[config.mk]
export PLATFORM = sky130hd
export DESIGN_NAME = spd_cmd_decoder
export DESIGN_NICKNAME = d
export VERILOG_FILES = /design/src/rtl/spd_cmd_pkg.sv /design/src/rtl/spd_sel_decode.sv /design/src/rtl/spd_prot_regs.sv /design/src/rtl/spd_ack_ctrl.sv /design/src/rtl/spd_cmd_decoder.sv
export SDC_FILE = /design/constraint.sdc
export NUM_CORES = 1
export LEC_CHECK = 0
export ABC_CLOCK_PERIOD_IN_PS = 1500
export BUFFER_PORTS_ARGS = -buffer_cell sky130_fd_sc_hd__buf_4
export CORE_ASPECT_RATIO = 2
export CORE_UTILIZATION = 30
export DETAILED_ROUTE_END_ITERATION = 12
export HOLD_SLACK_MARGIN = 0.03
export PLACE_DENSITY = 0.59
export SLEW_MARGIN = 5
export SYNTH_ARGS = -nofsm -noshare
export SYNTH_HDL_FRONTEND = slang
export SYNTH_SLANG_ARGS = --single-unit
[constraint.sdc]
create_clock -name clk -period 1.5 [get_ports clk]
set_clock_uncertainty 0.05 [all_clocks]
set_input_delay 0.3 -clock clk [delete_from_list [all_inputs] [get_ports clk]]
set_output_delay 0.3 -clock clk [all_outputs]
set_load 0.01 [all_outputs]
[src/rtl/spd_cmd_pkg.sv]
package spd_cmd_pkg;

  localparam int unsigned NBLK   = 4;
  localparam int unsigned BLK_W  = $clog2(NBLK);
  localparam logic [3:0]  MEM_ID  = 4'b1010;
  localparam logic [3:0]  PROT_ID = 4'b0110;

  typedef enum logic [2:0] {
    CMD_NONE,
    CMD_MEM,
    CMD_SETP,
    CMD_CLR,
    CMD_RDST,
    CMD_PG0,
    CMD_PG1,
    CMD_RDPG
  } cmd_e;

  typedef enum logic [2:0] {
    ST_IDLE,
    ST_MEM_WR,
    ST_MEM_RD,
    ST_ARM_SET,
    ST_ARM_CLR,
    ST_NACK
  } state_e;

  typedef struct packed {
    logic             ok;
    logic [BLK_W-1:0] blk;
  } blk_map_t;

  // non-binary block code mapping in bits 3..1 of the select byte
  function automatic blk_map_t map_blk(input logic [2:0] code);
    blk_map_t m;
    m.ok  = 1'b1;
    m.blk = '0;
    case (code)
      3'b001:  m.blk = BLK_W'(0);
      3'b100:  m.blk = BLK_W'(1);
      3'b101:  m.blk = BLK_W'(2);
      3'b000:  m.blk = BLK_W'(3);
      default: m.ok  = 1'b0;
    endcase
    return m;
  endfunction

endpackage

[src/rtl/spd_sel_decode.sv]
module spd_sel_decode
  import spd_cmd_pkg::*;
(
  input  logic [7:0]       sel_byte,
  input  logic [2:0]       strap,
  input  logic             strap0_hv,
  output cmd_e             cmd,
  output logic [BLK_W-1:0] blk
);

  blk_map_t m;
  logic     rd;

  assign m  = map_blk(sel_byte[3:1]);
  assign rd = sel_byte[0];
  assign blk = m.blk;

  always_comb begin
    cmd = CMD_NONE;
    if (sel_byte[7:4] == MEM_ID) begin
      if (sel_byte[3:1] == strap) cmd = CMD_MEM;
    end else if (sel_byte[7:4] == PROT_ID) begin
      if (m.ok) begin
        if (rd)             cmd = CMD_RDST;
        else if (strap0_hv) cmd = CMD_SETP;
      end else begin
        case ({sel_byte[3:1], rd})
          4'b0110: if (strap0_hv) cmd = CMD_CLR;
          4'b1100: cmd = CMD_PG0;
          4'b1110: cmd = CMD_PG1;
          4'b1101: cmd = CMD_RDPG;
          default: cmd = CMD_NONE;
        endcase
      end
    end
  end

endmodule

[src/rtl/spd_prot_regs.sv]
module spd_prot_regs
  import spd_cmd_pkg::*;
(
  input  logic             clk,
  input  logic             rst_n,
  input  logic             set_en,
  input  logic [BLK_W-1:0] set_blk,
  input  logic             clr_en,
  input  logic             pg_wr,
  input  logic             pg_val,
  output logic [NBLK-1:0]  flags,
  output logic             page
);

  for (genvar i = 0; i < NBLK; i++) begin : g_flag
    always_ff @(posedge clk or negedge rst_n) begin
      if (!rst_n)                                flags[i] <= 1'b0;
      else if (clr_en)                           flags[i] <= 1'b0;
      else if (set_en && set_blk == BLK_W'(i))   flags[i] <= 1'b1;
    end
  end

  always_ff @(posedge clk or negedge rst_n) begin
    if (!rst_n)     page <= 1'b0;
    else if (pg_wr) page <= pg_val;
  end

endmodule

[src/rtl/spd_ack_ctrl.sv]
module spd_ack_ctrl
  import spd_cmd_pkg::*;
#(
  parameter int unsigned IDX_W = 2
)(
  input  logic             clk,
  input  logic             rst_n,
  input  logic             fire,
  input  logic [IDX_W-1:0] rx_index,
  input  logic             addr_msb,
  input  logic             sel_rd,
  input  cmd_e             cmd,
  input  logic [BLK_W-1:0] blk,
  input  logic             stop_det,
  input  logic             wr_busy,
  input  logic [NBLK-1:0]  flags,
  input  logic             page,
  output logic             ack,
  output logic             ack_valid,
  output logic             wc_start,
  output logic             set_en,
  output logic             clr_en,
  output logic [BLK_W-1:0] set_blk,
  output logic             pg_wr,
  output logic             pg_val,
  output logic             mem_active,
  output logic             mem_read
);

  state_e           st_q, st_d;
  logic [BLK_W-1:0] pblk_q, pblk_d;
  logic             armed_q, armed_d;
  logic             a7_q, a7_d;
  logic             ack_d;

  always_comb begin
    st_d    = st_q;
    pblk_d  = pblk_q;
    armed_d = armed_q;
    a7_d    = a7_q;
    ack_d   = 1'b0;
    set_en  = 1'b0;
    clr_en  = 1'b0;
    pg_wr   = 1'b0;
    pg_val  = 1'b0;
    if (stop_det) begin
      st_d    = ST_IDLE;
      armed_d = 1'b0;
      if (armed_q) begin
        set_en = (st_q == ST_ARM_SET);
        clr_en = (st_q == ST_ARM_CLR);
      end
    end else if (fire) begin
      if (rx_index == '0) begin
        armed_d = 1'b0;
        st_d    = ST_IDLE;
        if (!wr_busy) begin
          case (cmd)
            CMD_MEM: begin
              ack_d = 1'b1;
              st_d  = sel_rd ? ST_MEM_RD : ST_MEM_WR;
            end
            CMD_SETP: begin
              pblk_d = blk;
              ack_d  = !flags[blk];
              st_d   = flags[blk] ? ST_NACK : ST_ARM_SET;
            end
            CMD_CLR: begin
              ack_d = 1'b1;
              st_d  = ST_ARM_CLR;
            end
            CMD_RDST: begin
              ack_d = !flags[blk];
              st_d  = ST_NACK;
            end
            CMD_PG0, CMD_PG1: begin
              ack_d  = 1'b1;
              pg_wr  = 1'b1;
              pg_val = (cmd == CMD_PG1);
              st_d   = ST_NACK;
            end
            CMD_RDPG: begin
              ack_d = !page;
              st_d  = ST_NACK;
            end
            default: st_d = ST_IDLE;
          endcase
        end
      end else if (rx_index == IDX_W'(1)) begin
        case (st_q)
          ST_MEM_WR: begin
            ack_d = 1'b1;
            a7_d  = addr_msb;
          end
          ST_ARM_SET, ST_ARM_CLR: ack_d = 1'b1;
          default: ack_d = 1'b0;
        endcase
      end else begin
        case (st_q)
          ST_MEM_WR: ack_d = !flags[{page, a7_q}];
          ST_ARM_SET, ST_ARM_CLR: begin
            ack_d   = 1'b1;
            armed_d = 1'b1;
          end
          default: ack_d = 1'b0;
        endcase
      end
    end
  end

  always_ff @(posedge clk or negedge rst_n) begin
    if (!rst_n) begin
      st_q      <= ST_IDLE;
      pblk_q    <= '0;
      armed_q   <= 1'b0;
      a7_q      <= 1'b0;
      ack       <= 1'b0;
      ack_valid <= 1'b0;
      wc_start  <= 1'b0;
    end else begin
      st_q      <= st_d;
      pblk_q    <= pblk_d;
      armed_q   <= armed_d;
      a7_q      <= a7_d;
      ack       <= ack_d;
      ack_valid <= fire && !stop_det;
      wc_start  <= set_en || clr_en;
    end
  end

  assign set_blk    = pblk_q;
  assign mem_active = (st_q == ST_MEM_WR) || (st_q == ST_MEM_RD);
  assign mem_read   = (st_q == ST_MEM_RD);

endmodule

[src/rtl/spd_cmd_decoder.sv]
module spd_cmd_decoder
  import spd_cmd_pkg::*;
#(
  parameter int unsigned IDX_W = 2
)(
  input  logic             clk,
  input  logic             rst_n,
  input  logic             rx_valid,
  output logic             rx_ready,
  input  logic [7:0]       rx_data,
  input  logic [IDX_W-1:0] rx_index,
  input  logic             stop_det,
  input  logic             wr_busy,
  input  logic [2:0]       strap,
  input  logic             strap0_hv,
  output logic             ack,
  output logic             ack_valid,
  output logic             wc_start,
  output logic             mem_active,
  output logic             mem_read,
  output logic [NBLK-1:0]  prot_flags,
  output logic             page_sel
);

  cmd_e             cmd;
  logic [BLK_W-1:0] blk;
  logic             set_en, clr_en, pg_wr, pg_val;
  logic [BLK_W-1:0] set_blk;
  logic             fire;

  assign rx_ready = !stop_det;
  assign fire     = rx_valid && rx_ready;

  spd_sel_decode u_dec (
    .sel_byte  (rx_data),
    .strap     (strap),
    .strap0_hv (strap0_hv),
    .cmd       (cmd),
    .blk       (blk)
  );

  spd_ack_ctrl #(.IDX_W(IDX_W)) u_ctrl (
    .clk        (clk),
    .rst_n      (rst_n),
    .fire       (fire),
    .rx_index   (rx_index),
    .addr_msb   (rx_data[7]),
    .sel_rd     (rx_data[0]),
    .cmd        (cmd),
    .blk        (blk),
    .stop_det   (stop_det),
    .wr_busy    (wr_busy),
    .flags      (prot_flags),
    .page       (page_sel),
    .ack        (ack),
    .ack_valid  (ack_valid),
    .wc_start   (wc_start),
    .set_en     (set_en),
    .clr_en     (clr_en),
    .set_blk    (set_blk),
    .pg_wr      (pg_wr),
    .pg_val     (pg_val),
    .mem_active (mem_active),
    .mem_read   (mem_read)
  );

  spd_prot_regs u_regs (
    .clk     (clk),
    .rst_n   (rst_n),
    .set_en  (set_en),
    .set_blk (set_blk),
    .clr_en  (clr_en),
    .pg_wr   (pg_wr),
    .pg_val  (pg_val),
    .flags   (prot_flags),
    .page    (page_sel)
  );

endmodule

==> results of run 1 <==
-- worst max path at each step --
stage / start / end / cells after the start
2_1_floorplan: rx_data[3] / u_ctrl.st_q[1] / 7
3_3_place_gp: rx_data[3] / u_ctrl.st_q[1] / 7
3_5_place_dp: rx_data[3] / u_ctrl.st_q[1] / 7
4_1_cts: u_regs.flags[3] / u_ctrl.ack / 6
5_1_grt: u_regs.flags[3] / u_ctrl.ack / 6
6_report: u_regs.flags[3] / u_ctrl.ack / 6
-- final cells by class --
type / count / area (µm²)
Fill cell: 313 / 1570
Multi-Input combinational cell: 92 / 751
Timing Repair Buffer: 71 / 567
Sequential cell: 15 / 375
Clock buffer: 3 / 41.3
Tap cell: 32 / 40.0
Inverter: 7 / 26.3
Clock inverter: 1 / 5.00
-- worst max-delay path, delay by kind of cell (launching register included) --
| family | cells | cell delay [ns] |
|---|---|---|
| compound gates | 4 | 0.59 |
| flops | 1 | 0.41 |
| mux | 1 | 0.28 |
| simple gates | 1 | 0.18 |
-- sequential cells by signal, indices dropped and copies added, names as in the netlist --
| register | count |
|---|---|
| u_ctrl.a7_q | 1 |
| u_regs.page | 1 |
| u_ctrl.wc_start | 1 |
| u_ctrl.armed_q | 1 |
| u_ctrl.ack | 1 |
| u_ctrl.st_q | 3 |
| u_ctrl.ack_valid | 1 |
| u_regs.flags | 4 |
| u_ctrl.set_blk | 2 |
-- cells in the mapped netlist, types with 2 or more instances --
master / number / area (µm²)
a31oi_1: 5 / 31.3
nand3b_1: 3 / 22.5
mux2_1: 3 / 33.8
dfrtp_1: 15 / 375
xor2_1: 3 / 26.3
nand2b_1: 4 / 25.0
o21ai_1: 2 / 10.0
nor2b_1: 4 / 25.0
o31ai_1: 2 / 15.0
o21ai_0: 4 / 20.0
nor2_1: 15 / 56.3
inv_1: 7 / 26.3
buf_6: 2 / 22.5
nor3b_2: 2 / 25.0
nand2_1: 9 / 33.8
a21oi_1: 11 / 55.1
-- power groups by stage --
stage	clock network [mW]	logic [mW]	registers, mW
floorplan	0	0.0889	0.417
global placement	0	0.209	0.416
detailed placement	0	0.213	0.416
CTS	0.334	0.229	0.409
global route	0.353	0.257	0.409
finish	0.333	0.239	0.409
-- through the flow --
stage / power [mW] / hold WS, ns / setup TNS [ns]
after floorplan: 0.506 / -0.0456 / -0.537
after global placement: 0.625 / 0.118 / -1.64
after detailed placement: 0.629 / 0.118 / -1.86
after CTS: 0.971 / 0.286 / -0.0760
after global routing: 1.02 / 0.321 / -0.747
final: 0.981 / 0.293 / -0.146
-- kinds of logic after synthesis --
kind of cell	synth area share, %
simple gates	27.5
mux	6.35
buf+inv	5.05
compound gates	21.0
xor+xnor	4.82
flops	35.3
-- layer usage --
metal | up-vias | track usage, % | part of all wire, %
li1 | 564 | - | -
met1 | 573 | 16.4 | 32
met2 | 44 | 35.7 | 60
met3 | 12 | 1.25 | 3.3
met4 | 0 | 14.6 | 4.7
met5 | - | 0 | 0
-- repair_timing --
item,in CTS,in global routing
pin swaps,3,2
hold buffers,1,0
setup buffers,2,1
endpoints found under the hold margin,15,0
endpoints found under the setup margin,7,12
gates resized for setup,12,12
==> flow_metrics.env, run 1 <==
export IMPL_clk_latency_ns=0.25
export IMPL_grt_setup_unrepaired="true"
export IMPL_critPathKind="reg -> reg"
export IMPL_route_antenna_remaining_nets=0
export IMPL_mostFrequentLayoutCell="buf_4"
export IMPL_status="finished with violations"
export IMPL_maxSlewViolCount=0
export IMPL_routabilityCongestion=0.871
export IMPL_vias=1193
export IMPL_hold_path_startpoint="stop_det"
export IMPL_finalHoldViolCount=0
export IMPL_rr_worst_depth=6
export IMPL_timing_slew_headroom_pct=75.1
export IMPL_die_h_um=86.3
export IMPL_fp_dieArea_mm2=0.00381
export IMPL_post_route_drc_count=0
export IMPL_syn2layout_area_growth_pct=69.6
export IMPL_setup_ws_ns=-0.0779
export IMPL_failed_checks="setup timing"
export IMPL_hold_path_depth=3
export IMPL_initial_core_util_pct=31.5
export IMPL_cp_data_required_time_ns=1.62
export IMPL_cts_sinks=15
export IMPL_layout_drive_gt1_share_pct=52.9
export IMPL_grt_pass1_vias=1236
export IMPL_clock_path_buffers=2
export IMPL_fin_util_pct=53.4
export IMPL_seq_area_frac_synth_pct=35.3
export IMPL_cts_tree="built"
export IMPL_crit_slowest_cell="dfrtp_1"
export IMPL_clock_fmax_ghz=0.634
export IMPL_clkTransAtPathRegs_ns=0.07
export IMPL_ys_flop_type="dfrtp_1"
export IMPL_syn_inst=117
export IMPL_synth_edf_count=0
export IMPL_ys_types=42
export IMPL_critPathCaptureType="flop"
export IMPL_worstPathArrival_ns=1.70
export IMPL_switching_share_pct=26.5
export IMPL_grt_pass1_wl_mm=5.26
export IMPL_drt_total_wl_mm=3.29
export IMPL_num_antenna_cells=0
export IMPL_cts_root_buf="clkbuf_8"
export IMPL_vias_per_cell=5.40
export IMPL_ys_ff_latch=15
export IMPL_port_buffers=29
export IMPL_reg2reg_to="u_ctrl.ack"
export IMPL_setup_viol=4
export IMPL_pre_cts_ws_ns=-0.318
export IMPL_switching_power_mw=0.260
export IMPL_numCtsBuffers=3
export IMPL_grt_max_degree=16
export IMPL_final_nets=209
export IMPL_r2r_slack_ns=-0.08
export IMPL_drv_cap=0
export IMPL_antenna_found_initial=0
export IMPL_synth_area_mm2=0.00106
export IMPL_intPower_mw=0.720
export IMPL_pwr_share_clk_pct=34.0
export IMPL_wl_per_cell_um=14.9
export IMPL_tightestPinTransition_ns=0.372
export IMPL_place_area_mm2=0.00162
export IMPL_grt_ovfl_total=0
export IMPL_start_kind="flop"
export IMPL_fp_dieW_um=44.1
export IMPL_yosys_warnings=0
export IMPL_cpPeakStageDelay_ns=0.41
export IMPL_layout_common_cells="buf_4, dfrtp_1, nor2_1"
export IMPL_mappedNetlistNets=136
export IMPL_numPlacedInstances=213
export IMPL_drt_iter0_drc=13
export IMPL_power_leakage_nw=0.872
export IMPL_ys_async_sr_fraction_pct=100
export IMPL_fin_crit_ns=1.58
export IMPL_pwr_share_comb_pct=24.3
export IMPL_instances_no_fill=221
export IMPL_stdcell_area_mm2=0.00181
export IMPL_period_share_pct=105
export IMPL_powerDensity_mw_per_mm2=543
export IMPL_pwr_share_seq_pct=41.7
export IMPL_hp_class="in -> reg"
export IMPL_ir_worst_vdd_mv=0.290
export IMPL_htree_levels=1
export IMPL_firstDrtPassIters=4
export IMPL_crit_chain="mux2_4, a22o_1, a21oi_4, nor2b_4, o31ai_2, a21oi_1"
export IMPL_min_to="u_ctrl.armed_q"
export IMPL_row_count=30
export IMPL_path_max_fanout=4
export IMPL_grtUsageTotal_pct=18.6
export IMPL_rr_startpoint="u_regs.flags[3]"
export IMPL_avgSynthCellArea_um2=9.10
export IMPL_ios=30
export IMPL_dpl_hpwl_mm=2.65
export IMPL_fp_coreArea_mm2=0.00338
No activity file was read; power rests on OpenSTA's default activity.
==> run 2, diff against run 1 <==
--- a/config.mk
+++ b/config.mk
@@ -5,6 +5,7 @@
 export SDC_FILE = /design/constraint.sdc
 export NUM_CORES = 1
 export LEC_CHECK = 0
+export ABC_AREA = 1
 export ABC_CLOCK_PERIOD_IN_PS = 1500
 export BUFFER_PORTS_ARGS = -buffer_cell sky130_fd_sc_hd__buf_4
 export CORE_ASPECT_RATIO = 2
==> flow_metrics.env, run 2 <==
export IMPL_status="finished with violations"
export IMPL_failed_checks="setup timing"
export IMPL_synth_top_family_by_area="simple AND/OR/NAND/NOR gates"
export IMPL_largest_register="u_regs.flags"
export IMPL_period_share_pct=101
export IMPL_muxShareOfSynthArea_pct=0
export IMPL_drt_total_wl_mm=2.84
export IMPL_fillCellCount=367
export IMPL_firstDrtPassIters=4
export IMPL_stdcell_area_mm2=0.00161
export IMPL_powerDensity_mw_per_mm2=575
export IMPL_finalPower_mw=0.928
export IMPL_row_count=30
export IMPL_met3_length_um=69
export IMPL_dpl_hpwl_mm=2.32
export IMPL_largest_reg_flops=4
export IMPL_cts_root_buf="clkbuf_8"
export IMPL_drv_cap=0
export IMPL_grt_ovfl_total=0
export IMPL_fp_coreArea_mm2=0.00342
export IMPL_yosysMostFrequentCell="nand2_1"
export IMPL_vias_per_cell=4.68
export IMPL_numCtsBuffers=3
export IMPL_fin_util_pct=47.3
export IMPL_vias=1212
export IMPL_route_antenna_remaining_nets=0
export IMPL_hold_path_startpoint="rx_data[1]"
export IMPL_pre_cts_ws_ns=-0.142
export IMPL_finalHoldViolCount=0
export IMPL_tightestPinTransition_ns=0.350
export IMPL_htree_levels=1
export IMPL_setup_worst_path_start="u_ctrl.st_q[0]"
export IMPL_setup_viol=1
export IMPL_critPathCaptureType="output port"
export IMPL_yosys_area_share_simple_pct=39.3
export IMPL_mostFrequentLayoutCell="buf_4"
export IMPL_post_route_drc_count=0
export IMPL_reg2reg_to="u_ctrl.ack"
export IMPL_mappedNetlistNets=177
export IMPL_met2_length_mm=1.64
export IMPL_ys_flop_type="dfrtp_1"
export IMPL_clock_fmax_ghz=0.659
export IMPL_clkTransAtPathRegs_ns=0.06
export IMPL_ios=30
export IMPL_cpPeakStageDelay_ns=0.42
export IMPL_synth_top_area_cell="dfrtp_1"
export IMPL_die_h_um=87.0
export IMPL_r2r_slack_ns=0.14
export IMPL_syn_inst=158
export IMPL_start_kind="flop"
export IMPL_cp_data_required_time_ns=1.15
export IMPL_layout_drive_gt1_share_pct=40.3
export IMPL_layout_common_cells="buf_4, nand2_1, inv_1, nand3_1, nor2_1"
export IMPL_num_antenna_cells=0
export IMPL_timing_slew_headroom_pct=76.6
export IMPL_grt_pass1_vias=1191
export IMPL_rr_startpoint="u_ctrl.st_q[2]"
export IMPL_ys_ff_latch=15
export IMPL_synth_edf_count=0
export IMPL_setup_ws_ns=-0.0185
export IMPL_ys_types=28
export IMPL_grtUsageTotal_pct=17.0
export IMPL_synth_top_cells_by_count="nand2_1, inv_1, nand3_1, nor2_1, dfrtp_1"
export IMPL_grt_pass1_wl_mm=4.87
export IMPL_power_leakage_nw=0.799
export IMPL_path_max_fanout=4
export IMPL_synthTopCellsByArea="dfrtp_1, nand2_1, nand3_1"
export IMPL_fin_crit_ns=1.52
export IMPL_instances_no_fill=259
export IMPL_grt_max_degree=16
export IMPL_place_area_mm2=0.00146
export IMPL_final_nets=231
export IMPL_multi_input_area_um2=648
export IMPL_wl_per_cell_um=11.0
export IMPL_synth_area_mm2=0.00108
export IMPL_yosys_warnings=0
export IMPL_syn2layout_area_growth_pct=48.8
export IMPL_setup_tns_ns=-0.0185
export IMPL_ys_async_sr_fraction_pct=100
export IMPL_maxSlewViolCount=0
export IMPL_synth_fa_ha_area_share_pct=0
export IMPL_initial_core_util_pct=31.8
export IMPL_seq_area_frac_synth_pct=34.6
export IMPL_drt_iter0_drc=20
export IMPL_fp_dieArea_mm2=0.00388
export IMPL_antenna_found_initial=0
export IMPL_worstPathArrival_ns=1.17
export IMPL_clk_latency_ns=0.25
export IMPL_crit_end="mem_active"
export IMPL_numPlacedInstances=248
export IMPL_cts_tree="built"
export IMPL_synthXorXnorAreaFrac_pct=2.42
export IMPL_synth_top_area_share_pct=34.6
export IMPL_clock_path_buffers=2
export IMPL_ir_worst_vdd_mv=0.324
export IMPL_wl_met1_mm=1.01
export IMPL_routabilityCongestion=0.851
export IMPL_avgSynthCellArea_um2=6.87
export IMPL_cts_sinks=15
export IMPL_hold_slack_ns=0.240
export IMPL_dr_max_layer_used="met4"
export IMPL_crit_chain="inv_1, nor3_2, or2_4, buf_6"
export IMPL_critPathKind="reg -> out"
export IMPL_port_buffers=29
export IMPL_fp_dieW_um=44.5
export IMPL_crit_slowest_cell="dfrtp_2"
export IMPL_synth_compound_area_share_pct=13.7
export IMPL_grt_setup_unrepaired="true"
export IMPL_seqCellArea_um2=378
export IMPL_hp_class="in -> reg"
export IMPL_rr_worst_depth=9
run 2: changes by cell type in the layout (fill, tap and decap cells not counted), sizes merged, moves of 5 or more:
cell,change
buf,-21
nand3,+18
nand2,+35
nor2,+5
inv,+18
a31oi,-5
run 2: cells by family after synthesis:
kind of cell / after synthesis
buffers and inverters: 26
AND/OR/NAND/NOR: 89
AO/OA/AOI/OAI: 25
XOR/XNOR: 3
flip-flops: 15
run 2: worst max-delay path, delay by kind of cell, from the launching register on:
family / cells / cell delay (ns)
flip-flops: 1 / 0.42
buffers and inverters: 2 / 0.21
AND/OR/NAND/NOR: 2 / 0.29
run 2: area by class of cell:
cell class	instances	share of cell area [%]
clock inverters	1	0.310
well taps	48	3.72
inverters	25	5.97
clock buffers	3	2.56
repair buffers	50	23.9
multi-input cells	117	40.2
flip-flops and latches	15	23.4
run 2: worst min-delay path by stage:
stage                         to  cells after the start
2_1_floorplan        u_ctrl.a7_q                      0
3_3_place_gp     u_regs.flags[0]                      1
3_5_place_dp     u_regs.flags[0]                      1
4_1_cts        u_ctrl.set_blk[0]                      2
5_1_grt        u_ctrl.set_blk[0]                      2
6_report       u_ctrl.set_blk[0]                      2
run 2: metal layers:
metal  up-vias  global-route usage (%)
li1        614                       -
met1       551                    16.3
met2        36                    31.7
met3        11                    1.24
met4         0                    12.1
met5         -                       0
run 2: power by group:
| group | switching [mW] | total [mW] | leakage (nW) | internal [mW] |
|---|---|---|---|---|
| registers | 0.00289 | 0.413 | 0.184 | 0.410 |
| clock network | 0.143 | 0.327 | 0.0255 | 0.184 |
| logic | 0.0980 | 0.188 | 0.589 | 0.0905 |
run 2: timing repair:
action	4_1_cts	5_1_grt
gates resized for setup	7	13
setup endpoints to repair	1	9
hold endpoints to repair	15	0
buffers inserted	3	4
pin swaps	1	9
hold buffers	1	0
==> run 3, diff against run 2 <==
--- a/config.mk
+++ b/config.mk
@@ -13,6 +13,7 @@
 export DETAILED_ROUTE_END_ITERATION = 12
 export HOLD_SLACK_MARGIN = 0.03
 export PLACE_DENSITY = 0.59
+export RECOVER_POWER = 100
 export SLEW_MARGIN = 5
 export SYNTH_ARGS = -nofsm -noshare
 export SYNTH_HDL_FRONTEND = slang
==> flow_metrics.env, run 3 (synthesis gave the netlist of run 2 again) <==
export IMPL_cts_tree="built"
export IMPL_syn2layout_area_growth_pct=45.3
export IMPL_port_buffers=29
export IMPL_tightestPinTransition_ns=0.815
export IMPL_fin_crit_ns=1.52
export IMPL_fin_util_pct=46.2
export IMPL_row_count=30
export IMPL_layout_common_cells="buf_4, nand2_1, inv_1"
export IMPL_grtUsageTotal_pct=17.0
export IMPL_largest_register="u_regs.flags"
export IMPL_power_leakage_nw=0.763
export IMPL_period_share_pct=101
export IMPL_hp_class="in -> reg"
export IMPL_layout_drive_gt1_share_pct=35.1
export IMPL_post_route_drc_count=0
export IMPL_die_h_um=87.0
export IMPL_fp_coreArea_mm2=0.00342
export IMPL_timing_slew_headroom_pct=45.6
export IMPL_stdcell_area_mm2=0.00158
export IMPL_dpl_hpwl_mm=2.32
export IMPL_largest_reg_flops=4
export IMPL_setup_viol=1
export IMPL_seqCellArea_um2=378
export IMPL_vias=1222
export IMPL_drv_cap=0
export IMPL_htree_levels=1
export IMPL_start_kind="flop"
export IMPL_clk_latency_ns=0.25
export IMPL_fp_dieW_um=44.5
export IMPL_critPathCaptureType="output port"
export IMPL_drt_iter0_drc=20
export IMPL_wl_per_cell_um=11.0
export IMPL_firstDrtPassIters=4
export IMPL_mostFrequentLayoutCell="buf_4"
export IMPL_finalHoldViolCount=0
export IMPL_setup_ws_ns=-0.0184
export IMPL_fillCellCount=376
export IMPL_fp_dieArea_mm2=0.00388
export IMPL_powerDensity_mw_per_mm2=585
export IMPL_grt_ovfl_total=0
export IMPL_setup_tns_ns=-0.0184
export IMPL_grt_pass1_vias=1191
export IMPL_num_antenna_cells=0
export IMPL_drt_total_wl_mm=2.85
export IMPL_path_max_fanout=4
export IMPL_worstPathArrival_ns=1.17
export IMPL_multi_input_area_um2=648
export IMPL_clock_fmax_ghz=0.659
export IMPL_initial_core_util_pct=31.8
export IMPL_cts_root_buf="clkbuf_8"
export IMPL_maxSlewViolCount=0
export IMPL_grt_setup_unrepaired="true"
export IMPL_clkTransAtPathRegs_ns=0.06
export IMPL_vias_per_cell=4.72
export IMPL_grt_pass1_wl_mm=4.87
export IMPL_antenna_found_initial=0
export IMPL_hold_slack_ns=0.240
export IMPL_cts_sinks=15
export IMPL_route_antenna_remaining_nets=0
export IMPL_pre_cts_ws_ns=-0.142
export IMPL_routabilityCongestion=0.851
export IMPL_status="finished with violations"
export IMPL_ir_worst_vdd_mv=0.325
export IMPL_numCtsBuffers=3
export IMPL_grt_max_degree=16
export IMPL_critPathKind="reg -> out"
export IMPL_place_area_mm2=0.00146
export IMPL_final_nets=231
export IMPL_failed_checks="setup timing"
export IMPL_cp_data_required_time_ns=1.15
export IMPL_ios=30
export IMPL_clock_path_buffers=2
==> run 3: cell types whose count changed in the layout (fill, tap and decap cells not counted), sizes merged <==
cell    before  now
buf         49   39
clkbuf       3   13
==> run 3: final cells by class <==
class | count | share of cell area (%)
Multi-Input combinational cell | 117 | 41.1
Sequential cell | 15 | 24.0
Timing Repair Buffer | 50 | 22.1
Inverter | 25 | 6.11
Tap cell | 48 | 3.81
Clock buffer | 3 | 2.62
Clock inverter | 1 | 0.317
==> run 3: timing repair <==
item / in CTS / in global routing
buffers inserted: 3 / 4
endpoints found under the hold margin: 15 / 0
hold buffers: 1 / 0
resized for setup: 7 / 13
pin swaps: 1 / 9
endpoints found under the setup margin: 1 / 9
==> run 3: final timing paths <==
path | slack, ns | to | from | cells past startpoint
setup reg to reg | 0.09 | u_ctrl.ack | u_ctrl.st_q[2] | 9
max in group asynchronous | 0.22 | u_ctrl.st_q[0] | rst_n | 2
setup / recovery | -0.02 | mem_active | u_ctrl.st_q[0] | 4
hold reg to reg | 0.47 | u_ctrl.armed_q | u_ctrl.armed_q | 2
min in group asynchronous | 0.60 | u_regs.flags[0] | rst_n | 2
hold / removal | 0.24 | u_ctrl.set_blk[0] | rx_data[1] | 2
==> run 3: power by group <==
part	switching (mW)	total [mW]	internal (mW)
sequential	0.00285	0.413	0.410
combinational	0.0979	0.183	0.0847
clock	0.143	0.327	0.184
total	0.244	0.922	0.678
==> run 3: routing by layer <==
layer,wire (µm),share of wire [%],global-route usage [%]
met1,1010,35,16.3
met2,1640,58,31.7
met3,78,2.7,1.24
met4,125,4.4,12.1
met5,0,0,0
==> run 3: through the flow <==
stage | power, mW | instances
CTS | 0.936 | 256
global placement | 0.600 | 248
detailed placement | 0.601 | 248
finish | 0.922 | 259
global route | 0.979 | 259
floorplan | 0.503 | 158
==> run 3: worst max-delay path: stages (launching register included) <==
cell and delay [ns]:
dfrtp_2 0.42, inv_1 0.09, nor3_2 0.05, or2_4 0.24, buf_6 0.12
